### src/rtl/pe_pkg.sv
package pe_pkg;
    typedef enum logic [2:0] {
        MODE_IDLE   = 3'd0,
        MODE_ARMED  = 3'd1,
        MODE_REJECT = 3'd2,
        MODE_LV     = 3'd3,
        MODE_HV     = 3'd4
    } mode_t;
endpackage

### src/rtl/pe_sync_edge.sv
module pe_sync_edge #(
    parameter int STAGES = 2
) (
    input  logic clk,
    input  logic rst_n,
    input  logic pclk_i,
    input  logic pdat_i,
    output logic rise_o,
    output logic dat_o
);
    logic [STAGES:0] clk_pipe;
    logic [STAGES:0] dat_pipe;
    logic            last_d, last_q;

    assign clk_pipe[0] = pclk_i;
    assign dat_pipe[0] = pdat_i;

    for (genvar g = 1; g <= STAGES; g++) begin : g_stage
        always_ff @(posedge clk or negedge rst_n) begin
            if (!rst_n) begin
                clk_pipe[g] <= 1'b0;
                dat_pipe[g] <= 1'b0;
            end else begin
                clk_pipe[g] <= clk_pipe[g-1];
                dat_pipe[g] <= dat_pipe[g-1];
            end
        end
    end

    always_comb begin
        last_d = clk_pipe[STAGES];
    end

    always_ff @(posedge clk or negedge rst_n) begin
        if (!rst_n) last_q <= 1'b0;
        else        last_q <= last_d;
    end

    assign rise_o = clk_pipe[STAGES] & ~last_q;
    assign dat_o  = dat_pipe[STAGES];
endmodule

### src/rtl/pe_key_shifter.sv
module pe_key_shifter #(
    parameter int KEY_BITS = 32
) (
    input  logic                clk,
    input  logic                rst_n,
    input  logic                clr_i,
    input  logic                shift_i,
    input  logic                bit_i,
    output logic                full_o,
    output logic [KEY_BITS-1:0] word_o
);
    localparam int CW = $clog2(KEY_BITS + 1);

    typedef struct packed {
        logic [KEY_BITS-1:0] word;
        logic [CW-1:0]       cnt;
    } sh_t;

    sh_t sh_d, sh_q;

    always_comb begin
        sh_d   = sh_q;
        word_o = {sh_q.word[KEY_BITS-2:0], bit_i};
        full_o = shift_i && (sh_q.cnt == CW'(KEY_BITS - 1));
        if (clr_i) begin
            sh_d.word = '0;
            sh_d.cnt  = '0;
        end else if (shift_i) begin
            sh_d.word = word_o;
            sh_d.cnt  = sh_q.cnt + CW'(1);
        end
    end

    always_ff @(posedge clk or negedge rst_n) begin
        if (!rst_n) sh_q <= '0;
        else        sh_q <= sh_d;
    end
endmodule

### src/rtl/pe_entry_detect.sv
module pe_entry_detect #(
    parameter int                KEY_BITS    = 32,
    parameter logic [KEY_BITS-1:0] ENTRY_KEY = 32'h5A3C_96E1,
    parameter int                SYNC_STAGES = 2,
    parameter bit                LVE_DEFAULT = 1'b1
) (
    input  logic clk,
    input  logic rst_n,
    input  logic hv_detect_i,
    input  logic mclr_n_i,
    input  logic pclk_i,
    input  logic pdat_i,
    input  logic lock_req_i,
    output logic prog_active_o,
    output logic via_hv_o,
    output logic via_lv_o,
    output logic lv_enable_o,
    output logic pin_forced_reset_o
);
    import pe_pkg::*;

    typedef struct packed {
        mode_t mode;
        logic  lv_en;
    } st_t;

    st_t st_d, st_q;

    logic                rise;
    logic                sdat;
    logic                key_full;
    logic [KEY_BITS-1:0] key_word;
    logic                shift_clr;
    logic                shift_en;

    pe_sync_edge #(.STAGES(SYNC_STAGES)) u_sync (
        .clk    (clk),
        .rst_n  (rst_n),
        .pclk_i (pclk_i),
        .pdat_i (pdat_i),
        .rise_o (rise),
        .dat_o  (sdat)
    );

    pe_key_shifter #(.KEY_BITS(KEY_BITS)) u_shift (
        .clk     (clk),
        .rst_n   (rst_n),
        .clr_i   (shift_clr),
        .shift_i (shift_en),
        .bit_i   (sdat),
        .full_o  (key_full),
        .word_o  (key_word)
    );

    assign shift_clr = (st_q.mode != MODE_ARMED);
    assign shift_en  = (st_q.mode == MODE_ARMED) && rise;

    always_comb begin
        st_d = st_q;
        if (hv_detect_i) begin
            st_d.mode = MODE_HV;
            if (st_q.mode == MODE_HV && lock_req_i) st_d.lv_en = 1'b0;
        end else begin
            unique case (st_q.mode)
                MODE_IDLE: begin
                    if (!mclr_n_i && st_q.lv_en) st_d.mode = MODE_ARMED;
                end
                MODE_ARMED: begin
                    if (mclr_n_i) st_d.mode = MODE_IDLE;
                    else if (key_full)
                        st_d.mode = (key_word == ENTRY_KEY) ? MODE_LV : MODE_REJECT;
                end
                MODE_REJECT, MODE_LV: begin
                    if (mclr_n_i) st_d.mode = MODE_IDLE;
                end
                MODE_HV: st_d.mode = MODE_IDLE;
                default: st_d.mode = MODE_IDLE;
            endcase
        end
    end

    always_ff @(posedge clk or negedge rst_n) begin
        if (!rst_n) begin
            st_q.mode  <= MODE_IDLE;
            st_q.lv_en <= LVE_DEFAULT;
        end else begin
            st_q <= st_d;
        end
    end

    assign via_hv_o           = (st_q.mode == MODE_HV);
    assign via_lv_o           = (st_q.mode == MODE_LV);
    assign prog_active_o      = via_hv_o | via_lv_o;
    assign pin_forced_reset_o = via_lv_o;
    assign lv_enable_o        = st_q.lv_en;
endmodule

### config.mk
export PLATFORM = sky130hd
export DESIGN_NAME = pe_entry_detect
export DESIGN_NICKNAME = d
export VERILOG_FILES = /design/src/rtl/pe_pkg.sv /design/src/rtl/pe_sync_edge.sv /design/src/rtl/pe_key_shifter.sv /design/src/rtl/pe_entry_detect.sv
export SDC_FILE = /design/constraint.sdc
export NUM_CORES = 1
export LEC_CHECK = 0
export CORE_MARGIN = 1
export CORE_UTILIZATION = 46
export CTS_BUF_LIST = sky130_fd_sc_hd__clkbuf_8
export CTS_CLUSTER_SIZE = 14
export DETAILED_ROUTE_END_ITERATION = 7
export PLACE_DENSITY = 0.67
export SYNTH_ARGS = -nofsm -noshare
export SYNTH_HDL_FRONTEND = slang
export SYNTH_SLANG_ARGS = --single-unit
### constraint.sdc
create_clock -name clk -period 1.65 [get_ports clk]
set_input_delay 0.495 -clock clk [delete_from_list [all_inputs] [get_ports clk]]
set_output_delay 0.495 -clock clk [all_outputs]
set_load 0.02 [all_outputs]
Yosys cells after proc, flatten, opt, wreduce, memory -nomap -nowiden
Index checks and enable logic that the tools add are counted.

Register bits: 46. Bits of input ports: 7. Output and inout bits: 5. Word-level logic and storage cells: 42.

Add/sub/neg operators: 1. Eq/ne operators: 10. Muxes and demuxes: 9. Bitwise operators: 3. Reduce and logical (&&, ||, !) cells: 10.

Operators with widths (count): 37-bit 2-to-1 mux (2); 32-bit by 31-bit == test with 1-bit output (second input constant) (1); 3-bit 2-to-1 mux (5); 3-bit case mux with 3 select lines (1); 6-bit by 1-bit adder with 6-bit output (second input constant) (1); 3-bit by 2-bit == test with 1-bit output (second input constant) (2); 6-bit by 5-bit == test with 1-bit output (second input constant) (1); 3-bit != test (second input constant) (2); 1-bit logical AND (4); 4-bit != test (second input constant) (1); 3-bit by 1-bit == test with 1-bit output (second input constant) (1); 3-bit == test (second input constant) (1); 3-bit zero test (1); 3-bit by 1-bit != test with 1-bit output (second input constant) (1); 3-bit AND reduction (1); 2-bit AND reduction (1); 2-bit nonzero test (1); 2-bit OR reduction (1); 1-bit bitwise AND (1); 1-bit zero test (1); 1-bit 2-to-1 mux (1); 1-bit inverter (1); 1-bit bitwise OR (1).

Logic depth before layout (Yosys ltp)
Gate-level depths: netlist of run 1.

Depth after elaboration: 8. Depth in mapped cells: 5. Gate-level depth less buffers: 5.

Modules after synthesis
Synthesis of run 1 repeated with hierarchy kept, for this count alone.

Cell total of the unflattened synthesis: 198. Area total of the unflattened synthesis: 2230.9 µm².

By module, submodules not included: pe_key_shifter (times used 1, cells each 159, area each 1762.9 µm², seq. area each 925.9 µm²); pe_entry_detect (times used 1, cells each 33, area each 329.1 µm², seq. area each 101.3 µm²); pe_sync_edge (times used 1, cells each 6, area each 138.9 µm², seq. area each 125.1 µm²).

Worst setup path after synthesis of run 1
OpenSTA, ideal clock, no wires.

Path type: reg2reg. Start: register u_shift.sh_q[0] (netlist name). End: register st_q[1] (netlist name). Library setup time: 0.128 ns. Data arrival time: 1.549 ns. Data required time: 1.522 ns. Path slack: -0.027 ns. Stages on the path, launching flop included: 6. Buffers on the path: 0. Clock period less this slack: 1.677 ns. Cell sequence: dfrtp_1 ha_1 and4b_1 a2111o_1 o31ai_1 mux2_1.

Longest elaborated chain between the ends: 4.

RTL lines: start, declared (RTL line pe_key_shifter.sv:19) `sh_t sh_d, sh_q;`; start signal, assigned (RTL line pe_key_shifter.sv:35) `if (!rst_n) sh_q <= '0;`; start signal, assigned (RTL line pe_key_shifter.sv:36) `else sh_q <= sh_d;`; 6-bit by 5-bit == test with 1-bit output (RTL line pe_key_shifter.sv:24) `full_o = shift_i && (sh_q.cnt == CW'(KEY_BITS - 1));`; 1-bit logical AND (RTL line pe_key_shifter.sv:24); 4-bit != test (no line); 3-bit AND reduction (no line); end signal, assigned (RTL line pe_entry_detect.sv:87) `st_q <= st_d;`; end, declared (RTL line pe_entry_detect.sv:27) `st_t st_d, st_q;`.

Every way passes these cells. A chain may end at the register's enable or synchronous reset.

Final worst setup path of run 1
Start: register st_q[3] (netlist name). End: register st_q[1] (netlist name).

Longest elaborated chain between the ends: 5. Elaborated cells between the ends (all ways): 13. Those cells by class: 6 x eq/ne; 2 x mux; 5 x reduce/logical.

RTL lines: 3-bit by 1-bit == test with 1-bit output (RTL line pe_entry_detect.sv:56, pe_entry_detect.sv:64); 1-bit logical AND (RTL line pe_entry_detect.sv:56) `assign shift_en = (st_q.mode == MODE_ARMED) && rise;`; 1-bit logical AND (RTL line pe_key_shifter.sv:24); 4-bit != test (no line); 3-bit AND reduction (no line).

Parallel ways exist; a longest one is shown, timed or not.

==> results of run 1 <==
==> kinds of logic (layout without fill, tap and decap cells) <==
group / after synthesis / count (layout) / share of synthesized area (%)
fa+ha+maj: 1 / 1 / 0.639
xor+xnor: 5 / 5 / 2.24
mux: 1 / 1 / 0.575
simple gates: 100 / 100 / 24.0
compound gates: 38 / 38 / 10.4
flops: 46 / 46 / 58.9
buf+inv: 16 / 37 / 3.26
==> cells in the final DEF (no fill, tap or decap), types with 2 or more instances in the layout <==
master | synthesis | layout
nand2_1 | 69 | 69
dfrtp_1 | 45 | 45
a21oi_1 | 34 | 31
buf_4 | 1 | 12
nor2_1 | 7 | 6
clkbuf_8 | 0 | 5
clkdlybuf4s50_1 | 0 | 5
buf_6 | 0 | 5
nor4bb_1 | 4 | 4
inv_1 | 2 | 3
xnor2_1 | 3 | 3
a21oi_2 | 0 | 3
nor4_1 | 3 | 3
and3b_1 | 2 | 2
nand2b_1 | 2 | 2
or3_1 | 2 | 2
xor2_1 | 2 | 2
and4b_1 | 2 | 2
nand4_1 | 2 | 2
buf_2 | 0 | 2
buf_12 | 0 | 2
==> sequential cells by signal, summed over array words and instances (netlist names) <==
register	flops
lv_enable_o	1
st_q	3
u_shift.sh_q	6
u_shift.word_o	31
u_sync.clk_pipe	1
u_sync.dat_o	1
u_sync.dat_pipe	1
u_sync.last_d	1
u_sync.last_q	1
==> routing by layer <==
| metal | global-route usage, % | part of all wire [%] |
|---|---|---|
| met4 | 8.51 | 1.5 |
| met3 | 5.41 | 4.0 |
| met1 | 24.9 | 46 |
| met2 | 31.1 | 49 |
| met5 | 0 | 0 |
==> worst max-delay path, delay by kind of cell (launching register included) <==
| kind | cells | cell delay, ns |
|---|---|---|
| compound gates | 2 | 0.40 |
| flops | 1 | 0.42 |
| buf+inv | 1 | 0.16 |
| mux | 1 | 0.35 |
| simple gates | 1 | 0.38 |
==> power by group <==
| part | internal [mW] | switching [mW] |
|---|---|---|
| Combinational | 0.0746 | 0.101 |
| Clock | 0.446 | 0.365 |
| Sequential | 1.14 | 0.00982 |
| Total | 1.66 | 0.476 |
==> worst paths after layout <==
check                                    from       endpoint  slack [ns]  cells after the start
max                                   st_q[3]        st_q[1]       -0.18                      5
min                                     rst_n  u_sync.last_q        0.08                      1
max reg2reg                           st_q[3]        st_q[1]       -0.18                      5
min reg2reg                u_sync.clk_pipe[1]  u_sync.last_d        0.36                      0
max in group asynchronous               rst_n    lv_enable_o        1.03                      2
min in group clk           u_sync.clk_pipe[1]  u_sync.last_d        0.36                      0
==> what timing repair did <==
action,CTS,global route
gates cloned,0,0
setup buffers,2,1
gates resized for setup,25,10
endpoints found under the setup margin,6,6
==> layout make-up <==
| cell class | count | area share (%) |
|---|---|---|
| inverter | 2 | 0.318 |
| clock buffer | 5 | 2.91 |
| sequential | 46 | 48.8 |
| multi-input combinational | 145 | 32.7 |
| clock inverter | 3 | 1.75 |
| timing repair buffer | 27 | 10.9 |
| tap | 50 | 2.65 |
==> per-stage QoR <==
step	area (sq um)	total power, mW	hold WS, ns	std cells
after global routing	2360	2.22	0.0904	278
after global placement	2200	1.32	0.336	268
after detailed placement	2200	1.33	0.341	268
final	2360	2.13	0.0829	278
after CTS	2340	2.15	0.0852	278
after floorplan	1960	1.24	0.199	207
==> results.ini, run 1 <==
[critical_path]
critPathSlowestCell = dfrtp_1
worstPathArrival_ns = 2.01
critPathRequiredTime_ns = 1.83
cp-end-kind = flop
crit_type = reg -> reg
crit_fanout = 4
critPathLaunchType = flop
cp_cell_sequence = buf_4 -> or3b_4 -> a2111o_1 -> o31ai_2 -> mux2_1
cpPeakStageDelay_ns = 0.42

[final_layout]
final.fill_count = 329
seqCellArea_sq_um = 1150
n_antenna_cell = 0
fin_nets = 235
syn_to_final_growth_pct = 20.7
multiInputGateArea_sq_um = 772
drive_above_1_share_pct = 17.5
utilization_pct = 58.6

[sta]
fmax_mhz = 547
relSlewSlack_pct = 76.3
setup_viol = 6
setup_ws_ns = -0.179
rsz0062_at_grt = true
drv_slew = 0
finalSetupTns_ns = -0.585
hold_viol_final = 0
final.min_clock_period_ns = 1.83
fin_crit_sh_pct = 111
tightest_slew_ns = 0.351
skew_ns = 0.00573

[routing]
vias = 1466
drt-total-wl_mm = 3.90
ant_nets = 0
first_iter_violations = 71
drtPass1Iterations = 4
wl_per_cell_microns = 14.0
drc_errors = 0
drt-vias-per-instance = 5.27

[global_route]
grt_max_degree = 38
grt_pass1_vias = 1397
gr-usage-all-layers_pct = 19.6
antenna_found_initial = 0
gr-total-overflow = 0
grt_pass1_wl_mm = 6.38

[die]
fp.dieH_microns = 67.2
die_area_sq_um = 4520
ios = 12
fp-row-count = 23
die_width_microns = 67.2
coreArea_sq_um = 4030
start_util_pct = 48.6

[clock_tree]
cts_tree = yes
htreeDepth = 2
clock_latency_ns = 0.29
clk_pin_slew_ns = 0.08
cts_buffers = 5
cts.sinks = 46
root_buffer = clkbuf_8
cts_hold_buffers = 0
cts_buffer_depth = 2

[place]
port_buffers = 11
pre_cts_slack_ns = -0.315
gp_congestion = 0.734
hpwl_mm = 2.60

[power]
p_leak_nw = 0.953
power-per-cell-area_nw_per_um2 = 904
ir_drop_v = 0.000537

[logic_synthesis]
async_flop_share_pct = 100
yosysMostFrequentCell = nand2_1
synth_area_leader_cell = dfrtp_1
yosys_register_bits = 46
synth.avg_cell_area_sq_um = 9.45
post_synth_instance_area_sq_um = 1960
yosys.cell_types.count = 28
synth-seq-area-share_pct = 58.9
synth_edf_count = 0
synth_top_area_share_pct = 57.5
synth_area_leaders = dfrtp_1, nand2_1, a21oi_1
synth_fp_nets = 215
synth_commonest_cells = nand2_1, dfrtp_1, a21oi_1
yosys_warnings = 0
syn_inst = 207
synth-main-ff-cell = dfrtp_1

[run_status]
violations = negative setup slack
outcome = finished, violations left

[min_path]
hp-class = in -> async

[run]
max_cap_violations = 0

Note: power is estimated with default switching activity, not from simulation.
==> inputs of run 2 (changes only) <==
--- a/config.mk
+++ b/config.mk
@@ -10,6 +10,7 @@
 export CTS_BUF_LIST = sky130_fd_sc_hd__clkbuf_8
 export CTS_CLUSTER_SIZE = 14
 export DETAILED_ROUTE_END_ITERATION = 7
+export HOLD_SLACK_MARGIN = 0.05
 export PLACE_DENSITY = 0.67
 export SYNTH_ARGS = -nofsm -noshare
 export SYNTH_HDL_FRONTEND = slang
==> results of run 2 <==
No change in the layout: final DEF, timing and power equal those of run 1.
==> inputs of run 3 (changes only) <==
--- a/config.mk
+++ b/config.mk
@@ -10,6 +10,7 @@
 export CTS_BUF_LIST = sky130_fd_sc_hd__clkbuf_8
 export CTS_CLUSTER_SIZE = 14
 export DETAILED_ROUTE_END_ITERATION = 7
+export GPL_ROUTABILITY_DRIVEN = 1
 export HOLD_SLACK_MARGIN = 0.05
 export PLACE_DENSITY = 0.67
 export SYNTH_ARGS = -nofsm -noshare
==> constraint.sdc (replaced) <==
create_clock -name clk -period 1.5 [get_ports clk]
set_input_delay 0.45 -clock clk [delete_from_list [all_inputs] [get_ports clk]]
set_output_delay 0.45 -clock clk [all_outputs]
set_load 0.02 [all_outputs]
==> results.ini, run 3 (synthesis gave the netlist of run 1 again) <==
[clock_tree]
cts.sinks = 46  ; unchanged
clk_pin_slew_ns = 0.08  ; about the same
htreeDepth = 2  ; unchanged
cts_buffer_depth = 2  ; unchanged
root_buffer = clkbuf_8  ; unchanged
cts_buffers = 5  ; unchanged
clock_latency_ns = 0.29  ; about the same
cts_tree = yes  ; unchanged

[global_route]
antenna_found_initial = 0  ; unchanged
grt_pass1_vias = 1500  ; was 1397
gr-total-overflow = 0  ; unchanged
grt_pass1_wl_mm = 6.96  ; was 6.38 mm
grt_max_degree = 38  ; unchanged
gr-usage-all-layers_pct = 21.6  ; was 19.6%

[routing]
wl_per_cell_microns = 14.8  ; was 14.0 microns
drt-total-wl_mm = 4.23  ; was 3.90 mm
drc_errors = 0  ; unchanged
vias = 1512  ; was 1466
drtPass1Iterations = 4  ; unchanged
ant_nets = 0  ; unchanged
first_iter_violations = 54  ; was 71
drt-vias-per-instance = 5.31  ; was 5.27

[power]
power.total_mw = 2.24  ; was 2.13 mW
clkPwrFrac_pct = 34.1  ; was 38.0%
cellInternalPower_mw = 1.71  ; was 1.66 mW
switching_power_mw = 0.530  ; was 0.476 mW
power-per-cell-area_nw_per_um2 = 929  ; was 904 nW/um^2
switching_share_pct = 23.7  ; was 22.3%
p_leak_nw = 0.993  ; was 0.953 nW
power_frac_comb_pct = 9.5  ; was 8.2%
ir_drop_v = 0.000586  ; was 0.000537 V
pwr-share-seq_pct = 56.4  ; was 53.8%

[critical_path]
worstPathArrival_ns = 1.99  ; was 2.01 ns
r2r-start = st_q[1]  ; was st_q[3]
cp-end-kind = flop  ; unchanged
reg2reg_depth = 5  ; unchanged
critPathSlowestCell = dfrtp_1  ; unchanged
crit_family = compound AO/OA/AOI/OAI gates  ; was flip-flops
rrSetupSlack_ns = -0.31  ; was -0.18 ns
crit_fanout = 3  ; was 4
rr_endpoint = st_q[1]  ; unchanged
cpPeakStageDelay_ns = 0.40  ; was 0.42 ns
crit_type = reg -> reg  ; unchanged
cp_cell_sequence = buf_4 -> or3b_4 -> a2111o_1 -> o31ai_2 -> mux2_4  ; was buf_4 -> or3b_4 -> a2111o_1 -> o31ai_2 -> mux2_1
critPathLaunchType = flop  ; unchanged
path_buf_inv = 1  ; unchanged
critPathRequiredTime_ns = 1.68  ; was 1.83 ns

[die]
coreArea_sq_um = 4030  ; unchanged
die_area_sq_um = 4520  ; unchanged
fp.dieH_microns = 67.2  ; unchanged
start_util_pct = 48.6  ; unchanged
ios = 12  ; unchanged
die_width_microns = 67.2  ; unchanged
fp-row-count = 23  ; unchanged

[run]
max_cap_violations = 0  ; unchanged

[place]
place_inst = 273  ; was 268
port_buffers = 11  ; unchanged
gp_congestion = 0.733  ; was 0.734
hpwl_mm = 2.78  ; was 2.60 mm

[sta]
tightest_slew_ns = 0.374  ; was 0.351 ns
drv_slew = 0  ; unchanged
fmax_mhz = 553  ; was 547 MHz
rsz0062_at_grt = true  ; unchanged
skew_ns = 0.00376  ; was 0.00573 ns
hold_viol_final = 0  ; unchanged
finalSetupTns_ns = -1.24  ; was -0.585 ns
setup_ws_ns = -0.310  ; was -0.179 ns
final.min_clock_period_ns = 1.81  ; was 1.83 ns
setup_viol = 6  ; unchanged
relSlewSlack_pct = 75.0  ; was 76.3%
fin_crit_sh_pct = 121  ; was 111%

[final_layout]
seqCellArea_sq_um = 1150  ; unchanged
drive_above_1_share_pct = 20.0  ; was 17.5%
final.fill_count = 347  ; was 329
final_cell_mix = nand2_1, dfrtp_1, a21oi_1  ; unchanged
fin_cells = 285  ; was 278
final_common_cell = nand2_1  ; unchanged
multiInputGateArea_sq_um = 779  ; was 772 sq um
utilization_pct = 59.8  ; was 58.6%
fin_nets = 242  ; was 235
largest_reg_flops = 31  ; unchanged
syn_to_final_growth_pct = 23.1  ; was 20.7%
n_antenna_cell = 0  ; unchanged

[min_path]
min_to = u_sync.last_d
worstHoldStart = u_sync.clk_pipe[1]
hold_depth = 0
hp-class = reg -> reg  ; was in -> async

[run_status]
violations = negative setup slack  ; unchanged
outcome = finished, violations left  ; unchanged

## run 3: routing by layer
layer / track usage (%) / wire, microns / vias to the layer above
met5: 0 / 0 / -
met4: 11.4 / 142 / 0
met3: 5.91 / 186 / 14
met2: 34.5 / 2110 / 36
met1: 26.5 / 1800 / 723
li1: - / - / 739
## run 3: power groups by stage
stage,sequential (mW),combinational [mW],clock (mW)
after floorplan,1.29,0.0754,0
after global placement,1.28,0.173,0
after detailed placement,1.29,0.183,0
after CTS,1.26,0.190,0.781
after global routing,1.26,0.230,0.828
final,1.26,0.212,0.764
## run 3: worst max path at each step
stage / slack, ns / start / end / cells past startpoint
after floorplan: -0.15 / u_shift.sh_q[0] / st_q[1] / 5
after global placement: -0.34 / mclr_n_i / st_q[1] / 5
after detailed placement: -0.49 / mclr_n_i / st_q[1] / 5
after CTS: -0.34 / st_q[2] / st_q[1] / 5
after global routing: -0.35 / st_q[1] / st_q[1] / 5
final: -0.31 / st_q[1] / st_q[1] / 5
## run 3: stage by stage
stage	hold WS, ns	worst slack, ns	area [sq um]
finish	0.353	-0.310	2410
global placement	0.331	-0.335	2240
CTS	0.357	-0.341	2360
floorplan	0.154	-0.155	1960
global route	0.358	-0.345	2410
detailed placement	0.337	-0.489	2240
## run 3: layout make-up
type	count	area share, %
sequential	46	47.8
clock buffer	6	3.43
tap	50	2.60
multi-input combinational	145	32.4
inverter	2	0.312
timing repair buffer	34	13.1
clock inverter	2	0.312
## run 3: what timing repair did
action                     4_1_cts  5_1_grt
setup endpoints to repair        8       29
hold buffers                     1        0
cloned                           0        0
buffers inserted                 1        2
resized for setup               27       14
hold endpoints to repair        10        0
pin swaps                        1        1
